--- src/rtl/cell_status.sv ---
module cell_status #(
    parameter int N_CELLS = 9
) (
    input  logic               clk,
    input  logic               rst_n,
    input  logic               clr,
    input  logic               en,
    input  logic [N_CELLS-1:0] rpt_valid,
    input  logic [N_CELLS-1:0] rpt_ok,
    output logic               all_good
);
    logic [N_CELLS-1:0] seen;
    logic [N_CELLS-1:0] bad;

    for (genvar c = 0; c < N_CELLS; c++) begin : g_cell
        always_ff @(posedge clk or negedge rst_n) begin
            if (!rst_n) begin
                seen[c] <= 1'b0;
                bad[c]  <= 1'b0;
            end else if (clr) begin
                seen[c] <= 1'b0;
                bad[c]  <= 1'b0;
            end else if (en && rpt_valid[c]) begin
                seen[c] <= 1'b1;
                if (!rpt_ok[c]) bad[c] <= 1'b1;
            end
        end
    end

    assign all_good = (&seen) && !(|bad);

    // collection only grows while pre-charge enables it
    assert_collect_gated_R9: assert property (@(posedge clk) disable iff (!rst_n)
        ((seen & ~$past(seen)) != '0) |-> $past(en));
endmodule

--- config.mk ---
export PLATFORM = sky130hd
export DESIGN_NAME = cell_status
export DESIGN_NICKNAME = d
export VERILOG_FILES = /design/src/rtl/cell_status.sv
export SDC_FILE = /design/constraint.sdc
export NUM_CORES = 1
export LEC_CHECK = 0
export ABC_AREA = 1
export BUFFER_PORTS_ARGS = -buffer_cell sky130_fd_sc_hd__buf_2
export CAP_MARGIN = 20
export CORE_MARGIN = 4
export CORE_UTILIZATION = 55
export CTS_BUF_LIST = sky130_fd_sc_hd__clkbuf_8
export DETAILED_ROUTE_END_ITERATION = 8
export PLACE_DENSITY = 0.91
export SYNTH_ARGS = -nofsm -noshare
export SYNTH_HDL_FRONTEND = slang
export SYNTH_SLANG_ARGS = --single-unit
--- constraint.sdc ---
create_clock -name clk -period 1.9 [get_ports clk]
set_clock_uncertainty 0.15 [all_clocks]
set_input_delay 0.095 -clock clk [delete_from_list [all_inputs] [get_ports clk]]
set_output_delay 0.095 -clock clk [all_outputs]
set_load 0.01 [all_outputs]
==> results of run 1 <==
-- metrics by stage --
stage | cells | total power [mW]
after floorplan | 87 | 0.466
after global placement | 121 | 0.499
after detailed placement | 121 | 0.504
after CTS | 146 | 0.838
after global routing | 146 | 0.893
final | 146 | 0.866
-- cells by family after synthesis --
family                 share of synthesized area
and+or+nand+nor                            0.234
DFF                                        0.592
AOI/OAI and AO/OA                         0.0921
buffers and inverters                     0.0822
-- cells in the mapped netlist --
cell type  instances
buf_2              2
nand3b_1           5
inv_1             11
nand3_1            2
nand2_1           10
a21oi_1           14
dfrtp_1           18
buf_6              1
nor2_1            23
and2_1             1
-- cells in the final DEF (no fill, tap or decap), drive strengths merged, types with 2 or more instances in the layout --
master and count:
a21oi 14, buf 22, clkbuf 4, dfrtp 18
dlygate4sd3 21, inv 11, nand2 10, nand3 2
nand3b 5, nor2 23
-- report_power, final --
part / internal, mW / switching [mW]
sequential: 0.405 / 0.0147
combinational: 0.0628 / 0.0635
clock: 0.184 / 0.135
-- final cells by class --
| type | count | area share |
|---|---|---|
| Sequential cell | 18 | 0.397 |
| Timing Repair Buffer | 43 | 0.283 |
| Multi-Input combinational cell | 55 | 0.219 |
| Clock buffer | 4 | 0.0486 |
| Inverter | 11 | 0.0364 |
| Tap cell | 15 | 0.0166 |
-- critical path: cells and delay by family --
| family | cells | cell delay [ns] |
|---|---|---|
| AO/OA/AOI/OAI | 1 | 0.15 |
| buffers and inverters | 3 | 1.23 |
| AND/OR/NAND/NOR | 1 | 0.15 |
-- state kept, by name (all words and copies together), names as in the netlist --
| name | flops |
|---|---|
| bad | 9 |
| seen | 9 |
-- worst max-delay path by stage --
stage                   start       end
floorplan              bad[6]  all_good
global placement       bad[4]  all_good
detailed placement     bad[4]  all_good
CTS                 rpt_ok[0]    bad[0]
global route        rpt_ok[1]    bad[1]
finish              rpt_ok[1]    bad[1]
-- metal layers --
metal / wire length (um) / share of wire / vias up / GRT usage
met1: 1000 / 0.37 / 381 / 0.374
met4: 165 / 0.062 / 0 / 0.211
met5: 0 / 0 / - / 0
li1: - / - / 357 / -
met3: 206 / 0.077 / 18 / 0.0717
met2: 1300 / 0.49 / 67 / 0.511
==> flow_summary.ini, run 1 <==
[final_layout]
areaGrowthSynthToFinish_pct = 49.0
diodes = 0
multi_input_area_um2 = 248
n_fill_cell = 62
drive_gt1_frac = 0.198
layout.nets = 154
fin_util = 0.871
stdcell_area_um2 = 1130
area.sequential_um2 = 450

[detailed_routing]
vias = 823
first_iter_violations = 29
drt_first_pass_iters = 4
wirelength_um = 2680
ant_nets = 0
post-route-drc-count = 0
routedWlPerCell_um = 18.3
avgViaCountPerCell = 5.64

[sta]
max_slew_margin = 0.743
hold_slack_ns = 0.00311
final.setup.tns_ns = 0
fin_ws_ns = 0.300
setup_viol = 0
min_period_over_period = 0.842
fmax_mhz = 625
hold_viol_final = 0
rsz0062_at_grt = false
maxSlewViolCount = 0
fin_crit_ns = 1.60
tightest_slew_ns = 0.386

[outcome]
status = finished, final reports clean

[setup_path]
ff2ff_path_depth = 2
r2r_end = seen[4]
path_class = primary input to register
reg2reg_from = seen[4]
critPathMaxFanout = 1
cp-end-kind = register
worst_path_largest_cell_delay_ns = 0.58
cp-start-kind = primary input
critPathArrivalTime_ns = 1.63
cp_slowest_cell = dlygate4sd3_1
worstPathRequired_ns = 1.93
crit_path_frequent_cell = dlygate4sd3_1
worstPathCellList = dlygate4sd3_1 -> buf_2 -> nand3b_1 -> dlygate4sd3_1 -> a21oi_1
reg2reg_slack_ns = 0.94

[placement]
io_buffers = 22
pre_cts_ws_ns = 0.765
globalplace.congestion = 0.746
hpwlAfterDp_um = 1120
placed_cell_area_um2 = 868

[clock_network]
numCtsBuffers = 3
clk_path_buf_depth = 2
postCtsSetupRepairBufs = 0
cts_max_level = 1
tritoncts = done
post_cts_resized = 0
cts_root_buf = clkbuf_8
clk_pin_slew_ns = 0.07
clock-sinks = 18
hold_buffers = 21
clock_latency_ns = 0.26

[synthesis]
ys_ff_latch = 18
syn-num-nets = 109
synth_top_area_frac = 0.592
yosysSeqAreaShare = 0.592
synthCells = 87
yosysWarnings = 0
syn_avg_cell_area_um2 = 8.74
ys_types = 10
yosysTopAreaCell = dfrtp_1
synth_area_leaders = dfrtp_1 (59%), nor2_1 (11%), a21oi_1 (9.2%), inv_1 (5.4%), nand2_1 (4.9%)
syn-cell-area_um2 = 761

[die]
placementRows = 13
core_um2 = 1300
initial_core_util = 0.585
io_pins = 23
dieArea_um2 = 2040
die_w_um = 45.2
fp.dieH_um = 45.2

[hold_path]
whs_path_depth = 3
worstHoldStart = rpt_valid[0]
min_to = seen[0]
hold_path.class = primary input to register

[power]
p_leak_nw = 0.548
ir_drop_uv = 697
powerDensity_nw_per_um2 = 764

[grt]
grt_pass1_wl_um = 4320
grt_overflow = 0
grt_max_degree = 19
antenna_found_initial = 0
grt_pass1_vias = 877
grt_use_total = 0.317

[job]
maxCapViolations = 0
(Power assumes the default switching activity.)
==> run 2, diff against run 1 <==
- CORE_UTILIZATION: 55 -> 46
- PLACE_DENSITY: 0.91 -> 0.81
- clock period: 1.9 -> 1.4 ns (I/O delays scaled with it)
==> run 2 against run 1 <==
Effect of this change: the run now ends with setup timing left; first-iteration DRC count decreased by 34%; design area up 2.1%; count of clock-buffer cells in the layout is the same; sequential cell count did not move; critical path depth rose by 1; largest cell class unchanged; global-route usage down 14 points.
==> flow_summary.ini, run 2 (synthesis results as in run 1) <==
[outcome]
status = complete, but fails checks
violations = setup timing

[sta]
tightest_slew_ns = 0.392
fmax_mhz = 702
min_period_over_period = 1.02
setup_viol = 1
hold_slack_ns = 0.0313
rsz0062_at_grt = true
fin_crit_ns = 1.43
final.setup.tns_ns = -0.0255
maxSlewViolCount = 0
hold_viol_final = 0
max_slew_margin = 0.738
fin_ws_ns = -0.0255

[grt]
grt_pass1_wl_um = 3310
grt_max_degree = 19
antenna_found_initial = 0
grt_use_total = 0.173
grt_overflow = 0
grt_pass1_vias = 749

[setup_path]
cp-startpoint = bad[1]
worstPathRequired_ns = 1.18
cp_slowest_cell = dfrtp_1
ff2ff_path_depth = 3
worstPathCellList = inv_1 -> nand2_1 -> nor2_1 -> nand3_1 -> nor2_1 -> buf_2
cp-end-kind = primary output
r2r_end = bad[5]
critPathArrivalTime_ns = 1.21
critPathBufInv = 2
critPathMaxFanout = 2
path_class = register to primary output
reg2reg_slack_ns = 0.41
worst_path_largest_cell_delay_ns = 0.36
cp-start-kind = register
cp_top_family = flip-flops
reg2reg_from = bad[5]
crit_path_frequent_cell = nor2_1

[die]
io_pins = 23
fp.dieH_um = 48.7
initial_core_util = 0.494
dieArea_um2 = 2370
placementRows = 14
die_w_um = 48.7
core_um2 = 1540

[hold_path]
whs_path_depth = 2
hold_path.class = primary input to register
worstHoldStart = clr
min_to = bad[2]

[clock_network]
tritoncts = done
clk_pin_slew_ns = 0.07
numCtsBuffers = 3
clock-sinks = 18
cts_root_buf = clkbuf_8
cts_max_level = 1
clock_latency_ns = 0.25
clk_path_buf_depth = 2

[placement]
placed_cell_area_um2 = 870
hpwlAfterDp_um = 1120
globalplace.congestion = 0.740
io_buffers = 22

[final_layout]
diodes = 0
fin_util = 0.751
stdcell_area_um2 = 1160
final_cell_mix = nor2_1 (22), buf_2 (22), dlygate4sd3_1 (19)
areaGrowthSynthToFinish_pct = 52.1
reg.largest.list = bad x9, seen x9
drive_gt1_frac = 0.261
layout.nets = 157

[detailed_routing]
wirelength_um = 2040
drt_first_pass_iters = 4
post-route-drc-count = 0
vias = 755
avgViaCountPerCell = 5.03
ant_nets = 0
routedWlPerCell_um = 13.6
first_iter_violations = 19

[power]
p_leak_nw = 0.572
totalPowerFinal_mw = 1.16
ir_drop_uv = 912
powerDensity_nw_per_um2 = 1000

[job]
maxCapViolations = 0
==> run 2: changes by cell type in the layout (fill, tap and decap cells not counted), sizes merged <==
cell,previous run,this run
buf,22,27
dlygate4sd3,21,19
==> run 2: report_power, final <==
group	internal (mW)	leakage, nW	switching (mW)	total, mW
Combinational	0.0925	0.303	0.0768	0.169
Sequential	0.550	0.240	0.0171	0.567
Clock	0.250	0.0288	0.176	0.426
==> run 2: routing by layer <==
layer	track usage	up-vias	wire, um	share of wire
met2	0.289	28	1070	0.52
met1	0.209	360	826	0.40
met5	0	-	0	0
met3	0.0521	4	110	0.054
met4	0.0628	0	39	0.019
li1	-	363	-	-
==> run 2: worst max path at each step <==
stage                     slack [ns]  cells after the start  endpoint
after global routing           -0.11                      5  all_good
final                          -0.03                      6  all_good
after floorplan                 0.41                      4  all_good
after CTS                      0.005                      6  all_good
after detailed placement        0.31                      5  all_good
after global placement          0.29                      5  all_good
==> run 2: what timing repair did <==
| action | in CTS | in global routing |
|---|---|---|
| pin swaps | 1 | 6 |
| hold endpoints to repair | 36 | 0 |
| gates resized for setup | 1 | 3 |
| hold buffers | 19 | 0 |
| setup endpoints to repair | 1 | 1 |
| buffers inserted | 0 | 5 |
==> run 2: stage by stage <==
| stage | worst slack, ns | cells |
|---|---|---|
| after global routing | -0.111 | 150 |
| after global placement | 0.286 | 122 |
| after floorplan | 0.411 | 87 |
| after detailed placement | 0.306 | 122 |
| final | -0.0255 | 150 |
| after CTS | 0.00499 | 145 |
==> run 2: layout make-up <==
type                    instances  area, um^2
flip-flops and latches         18         450
fillers                        96         384
repair buffers                 46         338
multi-input cells              55         253
clock buffers                   4        55.1
inverters                      11        41.3
well taps                      16        20.0
==> run 3, diff against run 2 <==
==> constraint.sdc (replaced) <==
create_clock -name clk -period 1.4 [get_ports clk]
set_clock_uncertainty 0.15 [all_clocks]
set_input_delay 0.21 -clock clk [delete_from_list [all_inputs] [get_ports clk]]
set_output_delay 0.21 -clock clk [all_outputs]
set_load 0.01 [all_outputs]
==> run 3 against run 2 <==
Effect of this change: the flow still finishes with violations (setup timing); via count is 18% lower; sequential share of layout area rose by 8.9 points; combinational power down 33%; clock power is 1% lower; critical endpoint unchanged; die area unchanged; global-route usage is 3.2 points lower; routed wire length decreased by 23%; largest power group unchanged; worst hold slack better by 0.025 ns; power decreased by 5.4%.
==> flow_summary.ini, run 3 (synthesis results as in run 1) <==
[hold_path]
hold_path.class = primary input to register

[detailed_routing]
wirelength_um = 1570
drt_first_pass_iters = 4
post-route-drc-count = 0
first_iter_violations = 14
avgViaCountPerCell = 4.85
routedWlPerCell_um = 12.3
ant_nets = 0
vias = 621

[sta]
fmax_mhz = 654
final.setup.tns_ns = -0.130
max_slew_margin = 0.737
hold_viol_final = 0
fin_ws_ns = -0.130
min_period_over_period = 1.09
maxSlewViolCount = 0
tightest_slew_ns = 0.394
rsz0062_at_grt = true
setup_viol = 1
fin_crit_ns = 1.53
hold_slack_ns = 0.0566

[setup_path]
path_class = register to primary output
reg2reg_slack_ns = 0.48
worst_path_largest_cell_delay_ns = 0.38
r2r_end = bad[2]
critPathArrivalTime_ns = 1.17
cp.depth = 6
critical_path.endpoint = all_good
cp-start-kind = register
worstPathRequired_ns = 1.04
cp_slowest_cell = dfrtp_1
cp-end-kind = primary output
critPathMaxFanout = 2
cp-startpoint = bad[3]
worstPathCellList = inv_1 -> nand2_1 -> nor2_1 -> nand3_1 -> nor2_1 -> buf_2
cp_top_family = flip-flops
reg2reg_from = bad[2]
crit_path_frequent_cell = nor2_1
ff2ff_path_depth = 3
critPathBufInv = 2

[clock_network]
clk_path_buf_depth = 2
clk_pin_slew_ns = 0.07
tritoncts = done
cts_max_level = 1
clock_latency_ns = 0.25
cts_root_buf = clkbuf_8
numCtsBuffers = 3
clock-sinks = 18

[die]
core_um2 = 1540
fp.dieH_um = 48.7
die_w_um = 48.7
placementRows = 14
io_pins = 23
initial_core_util = 0.494
dieArea_um2 = 2370

[placement]
placed_cell_area_um2 = 870
globalplace.congestion = 0.740
hpwlAfterDp_um = 1120
io_buffers = 22

[grt]
grt_pass1_wl_um = 2660
grt_pass1_vias = 619
grt_overflow = 0
grt_use_total = 0.141
antenna_found_initial = 0
grt_max_degree = 19

[outcome]
violations = setup timing
status = complete, but fails checks

[final_layout]
n_fill_cell = 133
layout_commonest_cell = nor2_1
drive_gt1_frac = 0.250
fin_util = 0.611
diodes = 0
final_cell_mix = nor2_1 (23), buf_2 (22), dfrtp_1 (18)
areaGrowthSynthToFinish_pct = 23.8
reg.largest.list = bad x9, seen x9
stdcell_area_um2 = 942
layout.nets = 135

[power]
ir_drop_uv = 850
powerDensity_nw_per_um2 = 1170
totalPowerFinal_mw = 1.10
p_leak_nw = 0.476

[job]
maxCapViolations = 0
-- run 3: changes by cell type in the layout (fill, tap and decap cells not counted), sizes merged --
cell         change
dlygate4sd3     -18
buf              -4
-- run 3: report_power, final --
part           internal [mW]  total [mW]  switching (mW)  leakage, nW
registers              0.550       0.565          0.0153        0.240
clock network          0.250       0.420           0.170       0.0288
logic                 0.0517       0.114          0.0621        0.208
-- run 3: timing repair --
item | in CTS | in global routing
resized for setup | 1 | 0
hold buffers | 1 | 0
hold endpoints to repair | 18 | 0
pin swaps | 1 | 0
setup buffers | 0 | 1
setup endpoints to repair | 1 | 1
-- run 3: tightest hold or removal path: cells and delay by family --
family	cells	cell delay, ns
simple gates	1	0.07
compound gates	1	0.05
buf+inv	1	0.09
-- run 3: final cells by class --
class                      instances  area [um^2]  area share
inverter                          11         41.3      0.0438
timing repair buffer              24          128       0.135
tap                               16         20.0      0.0212
clock buffer                       4         55.1      0.0584
multi-input combinational         55          248       0.263
sequential                        18          450       0.478
-- run 3: worst min-delay path by stage --
stage	startpoint	to	slack, ns	cells after the start
2_1_floorplan	rst_n	bad[0]	-0.24	0
3_3_place_gp	rst_n	bad[2]	0.001	1
6_report	rpt_valid[0]	seen[0]	0.06	3
5_1_grt	rpt_valid[0]	seen[0]	0.07	3
3_5_place_dp	rst_n	seen[5]	0.005	1
4_1_cts	rpt_valid[0]	seen[0]	0.06	3
-- run 3: layer usage --
layer	track usage	wire length [um]	vias up
met3	0.0399	82	2
met5	0	0	-
li1	-	-	320
met2	0.235	809	13
met1	0.178	665	286
met4	0.0404	13	0
-- run 3: through the flow --
step | setup slack [ns] | instances
final | -0.130 | 128
after global routing | -0.251 | 128
after CTS | -0.135 | 127
after detailed placement | 0.166 | 122
after global placement | 0.146 | 122
after floorplan | 0.271 | 87
